<file path="src/rtl/sport_pkg.sv">
package sport_pkg;

  typedef enum logic [1:0] {
    PH_CMD,
    PH_DATA,
    PH_HALT
  } phase_t;

  // strobes from control to datapath, one system clock wide
  typedef struct packed {
    logic clear;     // chip select is high
    logic shiftIn;   // take one sdi bit
    logic latchCmd;  // command byte accepted, capture address
    logic commitWr;  // a full write byte is complete
    logic nextAddr;  // burst: step to next address
    logic fetch;     // load transmit byte from the register bank
    logic fetchClr;  // fetch may signal clear-on-read
    logic shiftOut;  // falling edge in a read: drive next bit
  } strobe_t;

endpackage

</file>
<file path="src/rtl/sport_ctrl.sv">
module sport_ctrl
  import sport_pkg::*;
#(
  parameter int SYNC_STAGES = 2,
  parameter int DATA_W      = 8,
  parameter int ADDR_W      = 4
) (
  input  logic              clk,
  input  logic              rstN,
  input  logic              csN,
  input  logic              sclk,
  input  logic              sdi,
  input  logic [DATA_W-1:0] rxNext,
  input  logic              addrLast,
  output logic              sdiS,
  output strobe_t           strb
);

  localparam int CNT_W     = $clog2(DATA_W);
  localparam int RW_BIT    = 0;
  localparam int ADDR_LSB  = 1;
  localparam int RSV_LSB   = ADDR_LSB + ADDR_W;
  localparam int BURST_BIT = DATA_W - 1;
  localparam int RSV_W     = BURST_BIT - RSV_LSB;

  logic [SYNC_STAGES-1:0] csSync, sclkSync, sdiSync;

  for (genvar g = 0; g < SYNC_STAGES; g++) begin : gSync
    always_ff @(posedge clk or negedge rstN) begin
      if (!rstN) begin
        csSync[g]   <= 1'b1;
        sclkSync[g] <= 1'b0;
        sdiSync[g]  <= 1'b0;
      end else if (g == 0) begin
        csSync[g]   <= csN;
        sclkSync[g] <= sclk;
        sdiSync[g]  <= sdi;
      end else begin
        csSync[g]   <= csSync[g-1];
        sclkSync[g] <= sclkSync[g-1];
        sdiSync[g]  <= sdiSync[g-1];
      end
    end
  end

  logic csS, sclkS, sclkPrev;
  assign csS   = csSync[SYNC_STAGES-1];
  assign sclkS = sclkSync[SYNC_STAGES-1];
  assign sdiS  = sdiSync[SYNC_STAGES-1];

  phase_t     phase;
  logic [CNT_W-1:0] bitCnt;
  logic       isRead, isBurst, fetchPend;
  logic       rise, fall, byteEnd, cmdOk, advance, cmdBurst;

  assign rise     = sclkS & ~sclkPrev & ~csS;
  assign fall     = ~sclkS & sclkPrev & ~csS;
  assign byteEnd  = rise && (bitCnt == CNT_W'(DATA_W - 1));
  assign cmdOk    = (rxNext[RSV_LSB +: RSV_W] == '0);
  assign cmdBurst = rxNext[BURST_BIT] && (rxNext[ADDR_LSB +: ADDR_W] == '0);
  assign advance  = (phase == PH_DATA) && byteEnd && isBurst && !addrLast;

  always_comb begin
    strb          = '0;
    strb.clear    = csS;
    strb.shiftIn  = rise;
    strb.latchCmd = (phase == PH_CMD) && byteEnd && cmdOk;
    strb.commitWr = (phase == PH_DATA) && byteEnd && !isRead;
    strb.nextAddr = advance;
    strb.fetch    = fetchPend;
    strb.fetchClr = !isBurst;
    strb.shiftOut = fall && isRead && (phase != PH_CMD);
  end

  always_ff @(posedge clk or negedge rstN) begin
    if (!rstN) begin
      sclkPrev  <= 1'b0;
      phase     <= PH_CMD;
      bitCnt    <= '0;
      isRead    <= 1'b0;
      isBurst   <= 1'b0;
      fetchPend <= 1'b0;
    end else begin
      sclkPrev <= sclkS;
      if (csS) begin
        phase     <= PH_CMD;
        bitCnt    <= '0;
        isRead    <= 1'b0;
        isBurst   <= 1'b0;
        fetchPend <= 1'b0;
      end else begin
        if (rise) bitCnt <= bitCnt + 1'b1;
        fetchPend <= (strb.latchCmd && rxNext[RW_BIT]) || (advance && isRead);
        if (byteEnd) begin
          unique case (phase)
            PH_CMD: begin
              if (cmdOk) begin
                phase   <= PH_DATA;
                isRead  <= rxNext[RW_BIT];
                isBurst <= cmdBurst;
              end else begin
                phase <= PH_HALT;
              end
            end
            PH_DATA: if (!advance) phase <= PH_HALT;
            default: phase <= PH_HALT;
          endcase
        end
      end
    end
  end

endmodule

</file>
<file path="src/rtl/sport_dp.sv">
module sport_dp
  import sport_pkg::*;
#(
  parameter int DATA_W   = 8,
  parameter int ADDR_W   = 4,
  parameter int NUM_REGS = 11
) (
  input  logic              clk,
  input  logic              rstN,
  input  logic              sdiS,
  input  strobe_t           strb,
  input  logic [DATA_W-1:0] regRdData,
  output logic [DATA_W-1:0] rxNext,
  output logic              addrLast,
  output logic [ADDR_W-1:0] regAddr,
  output logic [DATA_W-1:0] regWrData,
  output logic              regWr,
  output logic              regRd,
  output logic              sdo,
  output logic              sdoOe
);

  localparam int ADDR_LSB = 1;
  localparam logic [ADDR_W-1:0] LAST_ADDR = ADDR_W'(NUM_REGS - 1);

  logic [DATA_W-1:0] rxShift, txReg;
  logic [ADDR_W-1:0] addrReg;
  logic              inRange;

  assign rxNext    = {sdiS, rxShift[DATA_W-1:1]};
  assign inRange   = (addrReg <= LAST_ADDR);
  assign addrLast  = (addrReg == LAST_ADDR);
  assign regAddr   = addrReg;
  assign regWrData = rxNext;
  assign regWr     = strb.commitWr & inRange;
  assign regRd     = strb.fetch & strb.fetchClr & inRange;

  always_ff @(posedge clk or negedge rstN) begin
    if (!rstN) begin
      rxShift <= '0;
      txReg   <= '0;
      addrReg <= '0;
      sdo     <= 1'b0;
      sdoOe   <= 1'b0;
    end else if (strb.clear) begin
      rxShift <= '0;
      txReg   <= '0;
      sdoOe   <= 1'b0;
    end else begin
      if (strb.shiftIn)  rxShift <= rxNext;
      if (strb.latchCmd) addrReg <= rxNext[ADDR_LSB +: ADDR_W];
      else if (strb.nextAddr) addrReg <= addrReg + 1'b1;
      if (strb.fetch) txReg <= inRange ? regRdData : '0;
      else if (strb.shiftOut) txReg <= {1'b0, txReg[DATA_W-1:1]};
      if (strb.shiftOut) begin
        sdo   <= txReg[0];
        sdoOe <= 1'b1;
      end
    end
  end

endmodule

</file>
<file path="src/rtl/serial_reg_port.sv">
module serial_reg_port
  import sport_pkg::*;
#(
  parameter int SYNC_STAGES = 2,
  parameter int DATA_W      = 8,
  parameter int ADDR_W      = 4,
  parameter int NUM_REGS    = 11
) (
  input  logic              clk,
  input  logic              rstN,
  input  logic              csN,
  input  logic              sclk,
  input  logic              sdi,
  output logic              sdo,
  output logic              sdoOe,
  output logic [ADDR_W-1:0] regAddr,
  output logic [DATA_W-1:0] regWrData,
  output logic              regWr,
  input  logic [DATA_W-1:0] regRdData,
  output logic              regRd
);

  strobe_t           strb;
  logic              sdiS, addrLast;
  logic [DATA_W-1:0] rxNext;

  sport_ctrl #(.SYNC_STAGES(SYNC_STAGES), .DATA_W(DATA_W), .ADDR_W(ADDR_W)) u_ctrl (
    .clk(clk), .rstN(rstN), .csN(csN), .sclk(sclk), .sdi(sdi),
    .rxNext(rxNext), .addrLast(addrLast), .sdiS(sdiS), .strb(strb)
  );

  sport_dp #(.DATA_W(DATA_W), .ADDR_W(ADDR_W), .NUM_REGS(NUM_REGS)) u_dp (
    .clk(clk), .rstN(rstN), .sdiS(sdiS), .strb(strb), .regRdData(regRdData),
    .rxNext(rxNext), .addrLast(addrLast), .regAddr(regAddr),
    .regWrData(regWrData), .regWr(regWr), .regRd(regRd),
    .sdo(sdo), .sdoOe(sdoOe)
  );

endmodule

</file>
<file path="config.mk">
export PLATFORM = sky130hd
export DESIGN_NAME = serial_reg_port
export DESIGN_NICKNAME = d
export VERILOG_FILES = /design/src/rtl/sport_pkg.sv /design/src/rtl/sport_ctrl.sv /design/src/rtl/sport_dp.sv /design/src/rtl/serial_reg_port.sv
export SDC_FILE = /design/constraint.sdc
export NUM_CORES = 1
export LEC_CHECK = 0
export BUFFER_PORTS_ARGS = -buffer_cell sky130_fd_sc_hd__clkbuf_2
export CAP_MARGIN = 20
export CORE_MARGIN = 1
export CORE_UTILIZATION = 30
export DETAILED_ROUTE_END_ITERATION = 7
export GPL_TIMING_DRIVEN = 1
export PLACE_DENSITY = 0.5
export SYNTH_ARGS = -nofsm -noshare
export SYNTH_HDL_FRONTEND = slang
export SYNTH_SLANG_ARGS = --single-unit
</file>
<file path="constraint.sdc">
create_clock -name clk -period 2.1 [get_ports clk]
set_input_delay 0.42 -clock clk [delete_from_list [all_inputs] [get_ports clk]]
set_output_delay 0.42 -clock clk [all_outputs]
set_load 0.005 [all_outputs]
</file>
==> results.md <==
- Data required time of the critical path: 1.68 ns
- Insertion delay to the later sink of the worst-skew pair: around 0.28 ns
- Status: finished clean
- Type of element launching the critical path: flop
- Most common library cell in the layout ignoring fill and taps: sky130_fd_sc_hd__dfrtp_1
- Post-synth design cell area: ~1700 um2
- Antenna viol nets, final: 0
- Kind of path behind the tightest hold check: primary input to asynchronous set/reset pin
- Total via count after detailed routing: between 1,000 and 1,500
- Die Outline Area: between 5000 and 6000 um2
- Largest net degree at the start of global routing: 16
- Count of final max-slew check failures: 0
- CTS tree: yes
- Die X-Extent: 76.5 um
- Unique masters post-synth: 34
- Leak Pwr: 0.934 nW
- Data arrival time at the worst-slack endpoint: about 1.6 ns
- Critical path origin: u_ctrl.bitCnt[0]
- Number of remaining DRC errors: 0
- Number of buffers inserted by port buffering: 28
- H-tree depth: 2
- First-pass iteration count of the detailed router: 4
- Fmax: 495 MHz
- Yosys top cell area share: 0.512
- Warning count from the yosys run: 0
- Total Power: ~0.0013 W
- Endpoint type of the worst setup path: output port
- Top-level port count: 29
- Max-cap violations: 0
- Clock share of power: 0.392
- Psw: approximately 0.00027 W
- Worst clock skew on the final layout: 0.00265 ns
- Flop2flop setup slack: ~0.37 ns
- Post-route setup TNS: 0 ns
- Switching share of total power: 0.214
- Worst r2r dst: u_ctrl.isBurst
- Final wirelength: 3460 um
- Number of hold violations in the final report: 0
- Number of cells on the worst reg-to-reg path: 4
- Area overhead of the layout relative to synthesis: 17.1%
- Height of the chip: between 70 and 80 um
- Core outline area: approximately 5200 um2
- Part of the Yosys area used for sequential elements: 0.543
- Worst-path cell with the longest stage delay: sky130_fd_sc_hd__dfrtp_1
- Count of clock tree sinks: 36
- Antenna Cells: 0
- Starting density of the core: 0.317
- Count of nets after finishing: between 200 and 250
- First-pass GRT wire length: 6120 um
- Synth Register Bits: 36
- Setup repair after global routing missed its margin: false
- Setup Buffers After CTS: 0
- Pwr Density: between 600 and 700 nW/um2
- Worst setup path end: regWr
- Logic pwr share: 0.042
- Sequential fraction of design power: 0.567
- Number of buffers inserted during clock tree synthesis: 5
- Fill cells: roughly 530
- Residual overflow from global routing: 0
- Commonest cells after routing, fill and taps aside: sky130_fd_sc_hd__dfrtp_1, sky130_fd_sc_hd__clkbuf_2, sky130_fd_sc_hd__nand2_1
- CP max FO: 6
- Synthesized area per cell: around 10 um2
- Initial antenna violation count: 0
- Violation count after the first detailed-routing iteration: 27
- Buffer type at the clock tree root: sky130_fd_sc_hd__clkbuf_8
- Synth area leaders: sky130_fd_sc_hd__dfrtp_1, sky130_fd_sc_hd__a21oi_1, sky130_fd_sc_hd__nand2_1, sky130_fd_sc_hd__dfstp_2, sky130_fd_sc_hd__ha_1
- Number of instances in the synthesized netlist: 159
- Crit path top cell by count: sky130_fd_sc_hd__ha_1
- Slew at the pin closest to its max-slew limit: roughly 0.71 ns
- Post-synthesis net count: 176
- Layout cell share with drive strength beyond 1: 0.255
- Maximum clock path buffer count: 2
- Clk pin slew, worst setup/hold paths: 0.07 ns
- Headroom to the max-slew limit: 0.524
- Post-cts resize count: 0
- Final critical delay including setup and external delays: about 2.0 ns
- Final worst-path cycle share: 0.962
- Library cell with the largest summed area after synthesis: sky130_fd_sc_hd__dfrtp_1
- CP Cell Sequence: ha_1, ha_1, and3b_2, and3_1, clkbuf_2
- Largest incremental delay on the critical path: 0.40 ns
- Critical register-to-register path startpoint: u_dp.rxShift[6]
- Number of placement rows: 26
- Wire length per cell after detailed routing: between 10 and 15 um
- Vias in the first global route: about 1,300
- Peak supply drop: 0.248 mV
- # hold bufs at CTS: 0
- RePlAce Congestion: between 0.7 and 0.8
- Global Route Usage Sum: 0.131
- Int Power: around 0.00099 W
- Count of endpoints failing setup in the final report: 0
- Type of the setup path with the least slack: flop to output port
- Detailed placement HPWL: between 2000 and 3000 um
- Per-cell via count in the routed design: around 4.8
## cell usage after synthesis
| library cell | count |
|---|---|
| sky130_fd_sc_hd__dfrtp_1 | 34 |
| sky130_fd_sc_hd__nand2_1 | 21 |
| sky130_fd_sc_hd__a21oi_1 | 19 |
| sky130_fd_sc_hd__nand3_1 | 8 |
| sky130_fd_sc_hd__nor2_1 | 7 |
| sky130_fd_sc_hd__clkbuf_1 | 5 |
| sky130_fd_sc_hd__mux2i_1 | 5 |
| sky130_fd_sc_hd__o21ai_0 | 5 |
| sky130_fd_sc_hd__a211oi_1 | 4 |
| sky130_fd_sc_hd__ha_1 | 4 |
| sky130_fd_sc_hd__inv_1 | 4 |
| sky130_fd_sc_hd__nor3b_1 | 4 |
| sky130_fd_sc_hd__o21ai_1 | 4 |
| sky130_fd_sc_hd__a211oi_2 | 3 |
| sky130_fd_sc_hd__buf_6 | 3 |
| sky130_fd_sc_hd__nand3b_1 | 3 |
| sky130_fd_sc_hd__and3_1 | 2 |
| sky130_fd_sc_hd__dfstp_2 | 2 |
| sky130_fd_sc_hd__nand2b_1 | 2 |
| sky130_fd_sc_hd__nor2b_1 | 2 |
| sky130_fd_sc_hd__nor3_1 | 2 |
| sky130_fd_sc_hd__nor4_1 | 2 |
| sky130_fd_sc_hd__xnor2_1 | 2 |
| sky130_fd_sc_hd__xor2_1 | 2 |
| sky130_fd_sc_hd__and3b_1 | 1 |
| sky130_fd_sc_hd__and4bb_2 | 1 |
| sky130_fd_sc_hd__buf_1 | 1 |
| sky130_fd_sc_hd__buf_2 | 1 |
| sky130_fd_sc_hd__buf_4 | 1 |
| sky130_fd_sc_hd__mux2_1 | 1 |
| sky130_fd_sc_hd__nand2b_4 | 1 |
| sky130_fd_sc_hd__nand4_1 | 1 |
| sky130_fd_sc_hd__nand4b_1 | 1 |
| sky130_fd_sc_hd__or4b_4 | 1 |
## registers in the layout (all words and copies together) (netlist names)
register and flops:
u_dp.txReg 8, u_dp.rxShift 7, u_dp.regAddr 4, u_ctrl.bitCnt 3, u_ctrl.phase 2, u_ctrl.csS 1, u_ctrl.csSync 1, u_ctrl.fetchPend 1
u_ctrl.isBurst 1, u_ctrl.isRead 1, u_ctrl.sclkPrev 1, u_ctrl.sclkS 1, u_ctrl.sclkSync 1, u_ctrl.sdiS 1, u_ctrl.sdiSync 1, u_dp.sdo 1
u_dp.sdoOe 1
## layer usage
metal / wire (um) / up-vias / GRT usage
met5: 0 / - / 0
met4: 37 / 0 / 0.0577
met3: 167 / 5 / 0.0347
met2: 1620 / 33 / 0.215
met1: 1630 / 585 / 0.161
li1: - / 603 / -
## metrics by stage
step	util	instance area [um2]	setup WS [ns]	hold WS (ns)	std cells
3_3_place_gp	0.354	1850	0.399	0.333	250
2_1_floorplan	-	1660	0.359	0.124	159
6_report	0.372	1950	0.0803	0.0340	258
3_5_place_dp	0.354	1850	0.358	0.336	250
5_1_grt	0.372	1950	0.0104	0.0406	258
4_1_cts	0.371	1940	0.0574	0.0355	258
## worst max-delay path, delay by kind of cell, from the launching register on
family | cells | cell delay, ns
buffers and inverters | 1 | 0.11
adders and majority gates | 2 | 0.40
DFF | 1 | 0.40
and+or+nand+nor | 2 | 0.42
## area by class of cell
| type | count | area (um2) | share of cell area |
|---|---|---|---|
| clock buffer | 8 | 90.1 | 0.0463 |
| inverter | 4 | 15.0 | 0.00771 |
| multi-input combinational | 108 | 681 | 0.350 |
| sequential | 36 | 903 | 0.464 |
| tap | 70 | 87.6 | 0.0450 |
| timing repair buffer | 32 | 170 | 0.0874 |
## how the worst min path moves through the flow
stage | startpoint | end | slack, ns | cells past startpoint
finish | rstN | u_dp.sdo | 0.03 | 1
global route | rstN | u_dp.sdo | 0.04 | 1
CTS | rstN | u_dp.sdo | 0.04 | 1
detailed placement | rstN | u_dp.sdo | 0.34 | 1
global placement | u_ctrl.sdiSync[0] | u_ctrl.sdiS | 0.33 | 0
floorplan | rstN | u_ctrl.bitCnt[0] | 0.12 | 0
## power groups by stage
stage	Sequential (W)	Combinational, W	Clock (W)
6_report	0.000717	0.0000527	0.000496
5_1_grt	0.000718	0.0000604	0.000552
4_1_cts	0.000717	0.0000552	0.000522
3_5_place_dp	0.000730	0.0000548	0
3_3_place_gp	0.000729	0.0000532	0
2_1_floorplan	0.000724	0.0000262	0
## logic make-up after synthesis
group | count (synthesis) | synth area share
AND/OR/NAND/NOR | 59 | 0.193
flip-flops | 36 | 0.543
AO/OA/AOI/OAI | 35 | 0.125
buffers and inverters | 15 | 0.0504
multiplexers | 6 | 0.0369
XOR/XNOR | 4 | 0.0211
adder cells (fa/ha/maj) | 4 | 0.0301
(Power assumes the default switching activity.)
